--- src/rtl/qb_port_ctrl.sv ---
module qb_port_ctrl #(
  parameter int W = 8,
  parameter logic [W-1:0] BUS_PINS = 8'hC0,
  localparam int SW = (W > 1) ? $clog2(W) : 1
) (
  input  logic          clk,
  input  logic          rst_n,
  input  logic          lat_wr,
  input  logic [W-1:0]  lat_wdata,
  input  logic          bit_wr,
  input  logic [SW-1:0] bit_sel,
  input  logic          bit_val,
  input  logic          cfga_wr,
  input  logic [W-1:0]  cfga_wdata,
  input  logic          cfgb_wr,
  input  logic [W-1:0]  cfgb_wdata,
  input  logic [W-1:0]  alt_en,
  input  logic [W-1:0]  alt_out,
  input  logic [W-1:0]  pad_in,
  output logic [W-1:0]  pu_strong,
  output logic [W-1:0]  pu_weak,
  output logic [W-1:0]  pd_en,
  output logic [W-1:0]  pin_rd
);

  logic [W-1:0] lat_q, ca_q, cb_q;
  logic [W-1:0] lat_n, ca_n, cb_n;
  logic [W-1:0] drv, rise, od_n, qb_n, pp_n;
  logic [W-1:0] s_n, w_n, d_n;
  logic [W-1:0] sync1;

  always_comb begin
    lat_n = lat_wr ? lat_wdata : lat_q;
    if (bit_wr) lat_n[bit_sel] = bit_val;
  end

  assign ca_n = cfga_wr ? cfga_wdata : ca_q;
  assign cb_n = cfgb_wr ? cfgb_wdata : cb_q;

  assign drv  = lat_n & (~alt_en | alt_out);
  assign rise = lat_n & ~lat_q;

  assign od_n = ~ca_n & ~cb_n;
  assign qb_n = ~ca_n &  cb_n;
  assign pp_n =  ca_n &  cb_n;

  assign d_n = (od_n | qb_n | pp_n) & ~drv;
  assign w_n = qb_n & drv & ~BUS_PINS;
  assign s_n = ((qb_n & rise) | pp_n) & drv & ~BUS_PINS;

  always_ff @(posedge clk or negedge rst_n) begin
    if (!rst_n) begin
      lat_q     <= '1;
      ca_q      <= '0;
      cb_q      <= '0;
      pu_strong <= '0;
      pu_weak   <= '0;
      pd_en     <= '0;
      sync1     <= '0;
      pin_rd    <= '0;
    end else begin
      lat_q     <= lat_n;
      ca_q      <= ca_n;
      cb_q      <= cb_n;
      pu_strong <= s_n;
      pu_weak   <= w_n;
      pd_en     <= d_n;
      sync1     <= pad_in;
      pin_rd    <= sync1;
    end
  end

  AST_NO_FIGHT: assert property (@(posedge clk) disable iff (!rst_n)
    ((pu_strong | pu_weak) & pd_en) == '0);

  AST_BUS_NO_PULLUP: assert property (@(posedge clk) disable iff (!rst_n)
    ((pu_strong | pu_weak) & BUS_PINS) == '0);

  AST_HIZ_QUIET: assert property (@(posedge clk) disable iff (!rst_n)
    ((pu_strong | pu_weak | pd_en) & ca_q & ~cb_q) == '0);

  AST_PULSE_SINGLE: assert property (@(posedge clk) disable iff (!rst_n)
    (pu_strong & ~ca_q & cb_q & $past(pu_strong)) == '0);

endmodule

--- config.mk ---
export PLATFORM = sky130hd
export DESIGN_NAME = qb_port_ctrl
export DESIGN_NICKNAME = d
export VERILOG_FILES = /design/src/rtl/qb_port_ctrl.sv
export SDC_FILE = /design/constraint.sdc
export NUM_CORES = 1
export LEC_CHECK = 0
export BUFFER_PORTS_ARGS = -buffer_cell sky130_fd_sc_hd__clkbuf_2
export CORE_AREA = 5 5 78 80
export CTS_CLUSTER_DIAMETER = 120
export CTS_CLUSTER_SIZE = 14
export DETAILED_ROUTE_END_ITERATION = 8
export DIE_AREA = 0 0 83 85
export HOLD_SLACK_MARGIN = 0.15
export PLACE_DENSITY_LB_ADDON = 0.1
export REMOVE_ABC_BUFFERS = 1
export SLEW_MARGIN = 20
export SYNTH_ARGS = -nofsm -noshare
export SYNTH_HDL_FRONTEND = slang
export SYNTH_SLANG_ARGS = --single-unit
--- constraint.sdc ---
create_clock -name clk -period 1.47 [get_ports clk]
set_input_delay 0.294 -clock clk [delete_from_list [all_inputs] [get_ports clk]]
set_output_delay 0.294 -clock clk [all_outputs]
set_load 0.02 [all_outputs]
==> results of run 1 <==
## power breakdown
part	internal [W]	switching [W]
sequential	0.00182	0.0000429
combinational	0.000241	0.000336
clock	0.000993	0.000606
total	0.00305	0.000985
## worst max-delay path: cells and delay by family, from the launching register on
| family | cells | cell delay, ps |
|---|---|---|
| buffers and inverters | 1 | 70 |
| DFF | 1 | 370 |
| muxes | 2 | 580 |
| AOI/OAI and AO/OA | 1 | 130 |
## final cells by class
type	instances	area, µm²
inverters	14	52.6
fillers	495	2210
well taps	72	90.1
repair buffers	99	566
multi-input cells	90	692
flip-flops and latches	60	1510
clock buffers	11	141
clock inverters	5	75.1
## worst paths after layout
check | from | endpoint | slack, ps
max | lat_q[3] | pd_en[3] | 250
min in group asynchronous | rst_n | pin_rd[5] | 510
max reg2reg | lat_q[3] | pd_en[3] | 250
min reg2reg | sync1[6] | pin_rd[6] | 350
max in group asynchronous | rst_n | lat_q[7] | 650
min | cfgb_wdata[7] | cb_q[7] | 210
## registers in the layout (all words and copies together), names as in the netlist
register,flops
pd_en,8
pu_strong,6
ca_q,8
pu_weak,6
cb_q,8
lat_q,8
pin_rd,8
sync1,8
## cells in the mapped netlist, types with 2 or more instances
| cell type | instances |
|---|---|
| a211oi_1 | 6 |
| a21oi_1 | 5 |
| a22oi_1 | 2 |
| buf_2 | 2 |
| buf_4 | 4 |
| dfrtp_1 | 52 |
| dfstp_2 | 8 |
| inv_1 | 8 |
| inv_2 | 6 |
| mux2_1 | 9 |
| mux2_2 | 9 |
| mux2i_1 | 13 |
| nand2_1 | 6 |
| nand2b_1 | 8 |
| nand3_1 | 6 |
| nand4b_1 | 3 |
| nand4bb_1 | 3 |
| nor2_1 | 12 |
## cell families (layout without fill, tap and decap cells)
group	count (synthesis)	count (layout)	synth area share (%)
other	1	4	0.164
AO/OA/AOI/OAI	14	14	4.10
AND/OR/NAND/NOR	40	40	9.95
buffers and inverters	21	129	4.21
multiplexers	32	32	15.5
flip-flops	60	60	66.0
## per-layer routing
layer	track usage (%)	wire length (µm)
met5	0	0
met3	4.76	311
met4	7.13	65
met1	18.4	2100
met2	22.7	2300
## through the flow
step | instances | cell area [µm²]
2_1_floorplan | 164 | 2260
3_3_place_gp | 326 | 2820
3_5_place_dp | 326 | 2820
4_1_cts | 351 | 3130
5_1_grt | 351 | 3130
6_report | 351 | 3130
## timing repair
action,CTS,global route
hold buffers,9,0
resized for setup,0,0
endpoints found under the hold margin,60,0
==> out/metrics.cfg, run 1 <==
[clock_network]
insertion_delay_ps = 320
clock-root-buffer = clkbuf_8
postCtsSetupBuffers = 0
cts_max_path_buffers = 2
cts_tree = done
clk_pin_slew_ps = 60
cts_sinks = 60
htreeDepth = 3
cts_made_buffers = 9

[pwr]
power.total_w = 0.00404
irDropWorstVdd_uv = 780
power.density_mw_per_mm2 = 1290
power.leakage_nw = 1.61

[synthesis]
syn_area_mm2 = 0.00229
synth_ff_type = dfrtp_1
netlist_instances = 168
synth_edf_count = 0
ys_ff_latch = 60
synth_area_per_cell_um2 = 13.6
synth_top_area_cell = dfrtp_1
synth_area_leaders = dfrtp_1, dfstp_2, mux2i_1
ys_warn_count = 0
synth_top_cell_area_share_pct = 56.9
yosysSeqAreaShare_pct = 66.0
async_flop_share_pct = 100
ys_types = 24

[timing]
final.setup.tns_ps = 0
holdWs_ps = 209
hold_violations = 0
setup_slack_ps = 250
setup_viol = 0
slew_viol_final = 0
clock.fmax_mhz = 820
period_minus_slack_ps = 1220
skew_ps = 7.44
period_share_pct = 83.0
rsz0062_at_grt = false

[routing]
via_per_inst = 4.44
routedWlPerCell_um = 13.6
drt_iter0_markers = 42
ant_nets = 0
routed_wl_um = 4780
first_pass_iters = 4
num_vias = 1557
drc = 0

[global_routing]
antenna_found_initial = 0
grt_max_degree = 61
grt_overflow = 0
grt_pass1_wl_um = 7980
track_usage_pct = 14.6
grt_pass1_vias = 1683

[floorplanning]
floorplan.initialDensity_pct = 42.9
ioPinCount = 90
die_area_mm2 = 0.00706
die_y_um = 85
die_w_um = 83
core_mm2 = 0.00534
rows = 27

[critical_path]
path_cells = mux2_1 > mux2i_1 > inv_2 > a21oi_1
worstPathRequired_ps = 1710
critical_path_class = reg2reg
slowest_stage = dfstp_2
worstSetupEndpointType = flip-flop
cp_max_fo = 3
max_stage_delay_ps = 370
cp-start-kind = flip-flop
crit_arrival_ps = 1460
r2r.worst_path.cells = 4

[final_layout]
layout_commonest_cell = clkbuf_2
mostFrequentLayoutCells = clkbuf_2, dfrtp_1, mux2i_1
n_antenna_cell = 0
fin_util_pct = 58.6
final_net_count = 332
area_growth_pct = 36.7
layout-drive-gt1-share_pct = 47.0

[job]
cap_violations = 0

[placement]
dp_slack_ps = 4.86
place.gp.congestion = 0.711
dp_hpwl_um = 3470
portBuffers = 85

[hold_path]
hp-class = in2reg
whs_path_depth = 3

[run_status]
run_status = finished, final reports clean

Note: power is estimated with default switching activity, not from simulation.
==> run 2: changes to the inputs <==
clock period = 1.3 ns   (was 1.47 ns; I/O delays follow)
==> run 2 against run 1 <==
Effect of this change: count of clock-buffer cells in the layout grew 1; maximum frequency grew 1.1%; final area shrank 1.5%; hold slack lost 44 ps; utilization shrank 0.87 points; sequential cell count is the same; sequential power grew 13%; via count grew 1.7%; die area is the same; critical endpoint is now pd_en[4]; largest power group unchanged.
==> out/metrics.cfg, run 2 (same netlist as run 1, synthesis figures left out) <==
[clock_network]
clk_pin_slew_ps = 60
htreeDepth = 3
cts_sinks = 60
cts_tree = done
cts_made_buffers = 9
cts_max_path_buffers = 2
postCtsSetupBuffers = 0
insertion_delay_ps = 320
clock-root-buffer = clkbuf_8
post_cts_resized = 0

[final_layout]
mostFrequentLayoutCells = clkbuf_2, dfrtp_1, mux2i_1
n_antenna_cell = 0
layout_commonest_cell = clkbuf_2
area_growth_pct = 34.7
fin_util_pct = 57.7
fillers = 500
fin_area_mm2 = 0.00308
fin_cells = 351
final_net_count = 332
layout-drive-gt1-share_pct = 46.6

[routing]
first_pass_iters = 4
via_per_inst = 4.51
routedWlPerCell_um = 13.5
drc = 0
routed_wl_um = 4740
ant_nets = 0
drt_iter0_markers = 28
num_vias = 1583

[timing]
slew_viol_final = 0
period_minus_slack_ps = 1210
hold_violations = 0
skew_ps = 6.62
rsz0062_at_grt = false
setup_viol = 0
clock.fmax_mhz = 828
period_share_pct = 92.9

[placement]
portBuffers = 85
dp_hpwl_um = 3430
dp.cells = 326
place.gp.congestion = 0.733
dpl_cell_area_mm2 = 0.00282

[critical_path]
worstPathRequired_ps = 1550
critical_path_class = reg2reg
worstSetupEndpointType = flip-flop
cp-start-kind = flip-flop
crit_arrival_ps = 1450
cp_max_fo = 3
reg2reg_from = lat_q[4]
critPathLaunch = lat_q[4]

[pwr]
irDropWorstVdd_uv = 877
power.density_mw_per_mm2 = 1360
power.leakage_nw = 1.58

[hold_path]
hp-class = in2reg
hold_start = cfgb_wdata[6]

[global_routing]
grt_pass1_wl_um = 8100
grt_overflow = 0
antenna_found_initial = 0
grt_max_degree = 61
grt_pass1_vias = 1777
track_usage_pct = 14.8

[floorplanning]
rows = 27
floorplan.initialDensity_pct = 42.9
die_y_um = 85
ioPinCount = 90
die_w_um = 83
die_area_mm2 = 0.00706
core_mm2 = 0.00534

[run_status]
run_status = finished, final reports clean

[job]
cap_violations = 0

[run 2: worst paths after layout]
check | slack (ps) | to | cells after the start
max in group asynchronous | 510 | lat_q[5] | 3
min in group asynchronous | 490 | pin_rd[5] | 3
hold / removal | 170 | cb_q[6] | 3
setup reg to reg | 90 | pd_en[4] | 4
hold reg to reg | 350 | pin_rd[4] | 0
setup / recovery | 90 | pd_en[4] | 4
[run 2: metrics by stage]
stage	setup slack [ps]	total power (W)	hold slack (ps)	setup TNS, ps
final	92.7	0.00418	165	0
after global routing	25.3	0.00441	158	0
after CTS	93.1	0.00424	154	0
after detailed placement	-128	0.00278	294	-1130
after global placement	-113	0.00277	298	-732
after floorplan	14.3	0.00248	-35.6	0
[run 2: metal layers]
metal	global-route usage [%]	vias to the layer above	part of all wire, %
met5	0	-	0
met4	6.24	0	0.95
met3	6.21	5	7.3
met2	24.7	51	50
met1	16.6	747	41
li1	-	780	-
[run 2: layout make-up]
cell class / count / area [µm²] / area share [%]
Clock buffer: 12 / 145 / 4.71
Tap cell: 72 / 90.1 / 2.92
Timing Repair Buffer: 99 / 566 / 18.4
Inverter: 14 / 52.6 / 1.71
Sequential cell: 60 / 1510 / 49.0
Clock inverter: 4 / 25.0 / 0.812
Multi-Input combinational cell: 90 / 692 / 22.5
[run 2: where the power goes]
group | internal, W | switching, W
combinational | 0.000272 | 0.000377
clock | 0.000737 | 0.000687
sequential | 0.00206 | 0.0000490
[run 2: repair_timing]
item                                    CTS  global route
hold buffers                              9             0
hold endpoints to repair                 60             0
endpoints found under the setup margin    0             0
[run 2: critical path, cell delays in order, from the launching register on]
cell     delay (ps)
dfstp_2         370
mux2_1          280
mux2i_1         280
inv_2            70
a21oi_1         130
==> run 3: changes to the inputs <==
PLACE_DENSITY = 0.73   (was default)
PLACE_DENSITY_LB_ADDON = default   (was 0.1)
==> run 3 against run 2 <==
Effect of this change: sequential share of layout area decreased by 1.5 points; clock power increased by 32%; critical path depth unchanged; combinational power increased by 3.2%; first-iteration DRC count unchanged; cell count increased by 0.85%; maximum frequency increased by 1.9%; die area unchanged; setup slack improved by 23 ps; total power increased by 11%; sequential cell count unchanged; final area increased by 3.1%; largest power group unchanged.
==> out/metrics.cfg, run 3 (same netlist as run 1, synthesis figures left out) <==
[pwr]
irDropWorstVdd_uv = 836
switching_share_pct = 24.1
p_switching_w = 0.00112
combinationalPowerShare_pct = 14.4
p_seq_share_pct = 45.2
power.leakage_nw = 1.63
p_clk_share_pct = 40.4
intPower_w = 0.00353
power.density_mw_per_mm2 = 1460

[placement]
dp_hpwl_um = 3580
dp_slack_ps = -205
portBuffers = 85
dp.cells = 329
place.gp.congestion = 0.707

[final_layout]
final_net_count = 335
layout-drive-gt1-share_pct = 47.5
n_antenna_cell = 0
fillers = 451
mostFrequentLayoutCells = clkbuf_2, dfrtp_1, mux2i_1, nor2_1, clkbuf_8
fin_util_pct = 59.5
layout_commonest_cell = clkbuf_2
area_growth_pct = 38.9
fin_cells = 354

[hold_path]
hold_start = alt_en[7]
whs_path_depth = 3
hp-class = in2reg
min_to = pd_en[7]

[timing]
period_minus_slack_ps = 1180
period_share_pct = 91.1
clock.fmax_mhz = 844
setup_viol = 0
setup_slack_ps = 115
slew_viol_final = 0
hold_violations = 0
skew_ps = 3.55

[critical_path]
reg2reg_slack_ps = 120
crit_arrival_ps = 1430
reg2reg_from = lat_q[1]
worstPathRequired_ps = 1550
cp_max_fo = 3
regToRegEndpoint = pd_en[1]
cp-start-kind = flip-flop
critical_path_class = reg2reg
worstSetupEndpointType = flip-flop
r2r.worst_path.cells = 4

[floorplanning]
rows = 27
core_mm2 = 0.00534
floorplan.initialDensity_pct = 42.9
die_w_um = 83
die_area_mm2 = 0.00706
ioPinCount = 90
die_y_um = 85

[clock_network]
htreeDepth = 3
cts_tree = done
clk_pin_slew_ps = 60
cts_made_buffers = 9
cts_max_path_buffers = 2
clock-root-buffer = clkbuf_8
insertion_delay_ps = 330
cts_sinks = 60

[global_routing]
antenna_found_initial = 0
grt_overflow = 0
grt_max_degree = 61
grt_pass1_wl_um = 8140
track_usage_pct = 15.2
grt_pass1_vias = 1706

[routing]
num_vias = 1588
ant_nets = 0
routedWlPerCell_um = 13.9
routed_wl_um = 4910
drc = 0
via_per_inst = 4.49
drt_iter0_markers = 28
first_pass_iters = 4

[run_status]
run_status = finished, final reports clean

[job]
cap_violations = 0

[run 3: cell count changes in the layout (fill, tap and decap cells not counted), sizes merged]
cell	delta
buf	+3
bufinv	+2
clkinvlp	-2
clkbuf	+1
clkinv	-1
[run 3: how the worst max path moves through the flow]
| stage | from | end | slack (ps) | cells after the start |
|---|---|---|---|---|
| global placement | bit_sel[0] | pu_strong[0] | -140 | 4 |
| CTS | lat_q[3] | pd_en[3] | 80 | 4 |
| detailed placement | bit_sel[0] | pu_strong[0] | -210 | 4 |
| global route | lat_q[3] | pd_en[3] | -2 | 4 |
| floorplan | bit_sel[0] | pu_strong[0] | 10 | 3 |
| finish | lat_q[1] | pd_en[1] | 120 | 4 |
[run 3: cell type report]
class,instances,area (µm²),area share [%]
clock buffer,13,159,5.00
multi-input combinational,90,696,21.9
timing repair buffer,102,601,18.9
clock inverter,3,68.8,2.17
sequential,60,1510,47.6
tap,72,90.1,2.83
inverter,14,52.6,1.65
[run 3: worst max-delay path, cell delays in order, from the launching register on]
cell     delay [ps]
dfstp_2         370
mux2_1          270
mux2i_1         280
inv_2            70
a21oi_1         130
[run 3: power groups by stage]
stage | Combinational (W) | Sequential (W) | Clock (W)
2_1_floorplan | 0.000243 | 0.00223 | 0
3_3_place_gp | 0.000642 | 0.00213 | 0
3_5_place_dp | 0.000657 | 0.00214 | 0
4_1_cts | 0.000680 | 0.00211 | 0.00192
5_1_grt | 0.000742 | 0.00212 | 0.00204
6_report | 0.000670 | 0.00211 | 0.00188
[run 3: stage by stage]
step                TNS (ps)  total power (W)  instance area (µm²)  hold slack [ps]
finish                     0          0.00466                 3180              170
global route           -1.88          0.00491                 3180              156
CTS                        0          0.00471                 3170              151
detailed placement     -1260          0.00280                 2860              291
global placement        -915          0.00278                 2860              290
floorplan                  0          0.00248                 2260            -35.6
[run 3: routing by layer]
metal	vias up	track usage, %	share of wire [%]
li1	783	-	-
met1	743	17.4	41
met2	52	25.0	51
met3	10	5.83	5.6
met4	0	7.58	1.9
met5	-	0	0
[run 3: repair_timing]
| action | CTS | global route |
|---|---|---|
| buffers inserted | 0 | 0 |
| hold endpoints to repair | 60 | 0 |
| hold buffers | 9 | 0 |
| endpoints found under the setup margin | 0 | 1 |
| resized for setup | 0 | 1 |
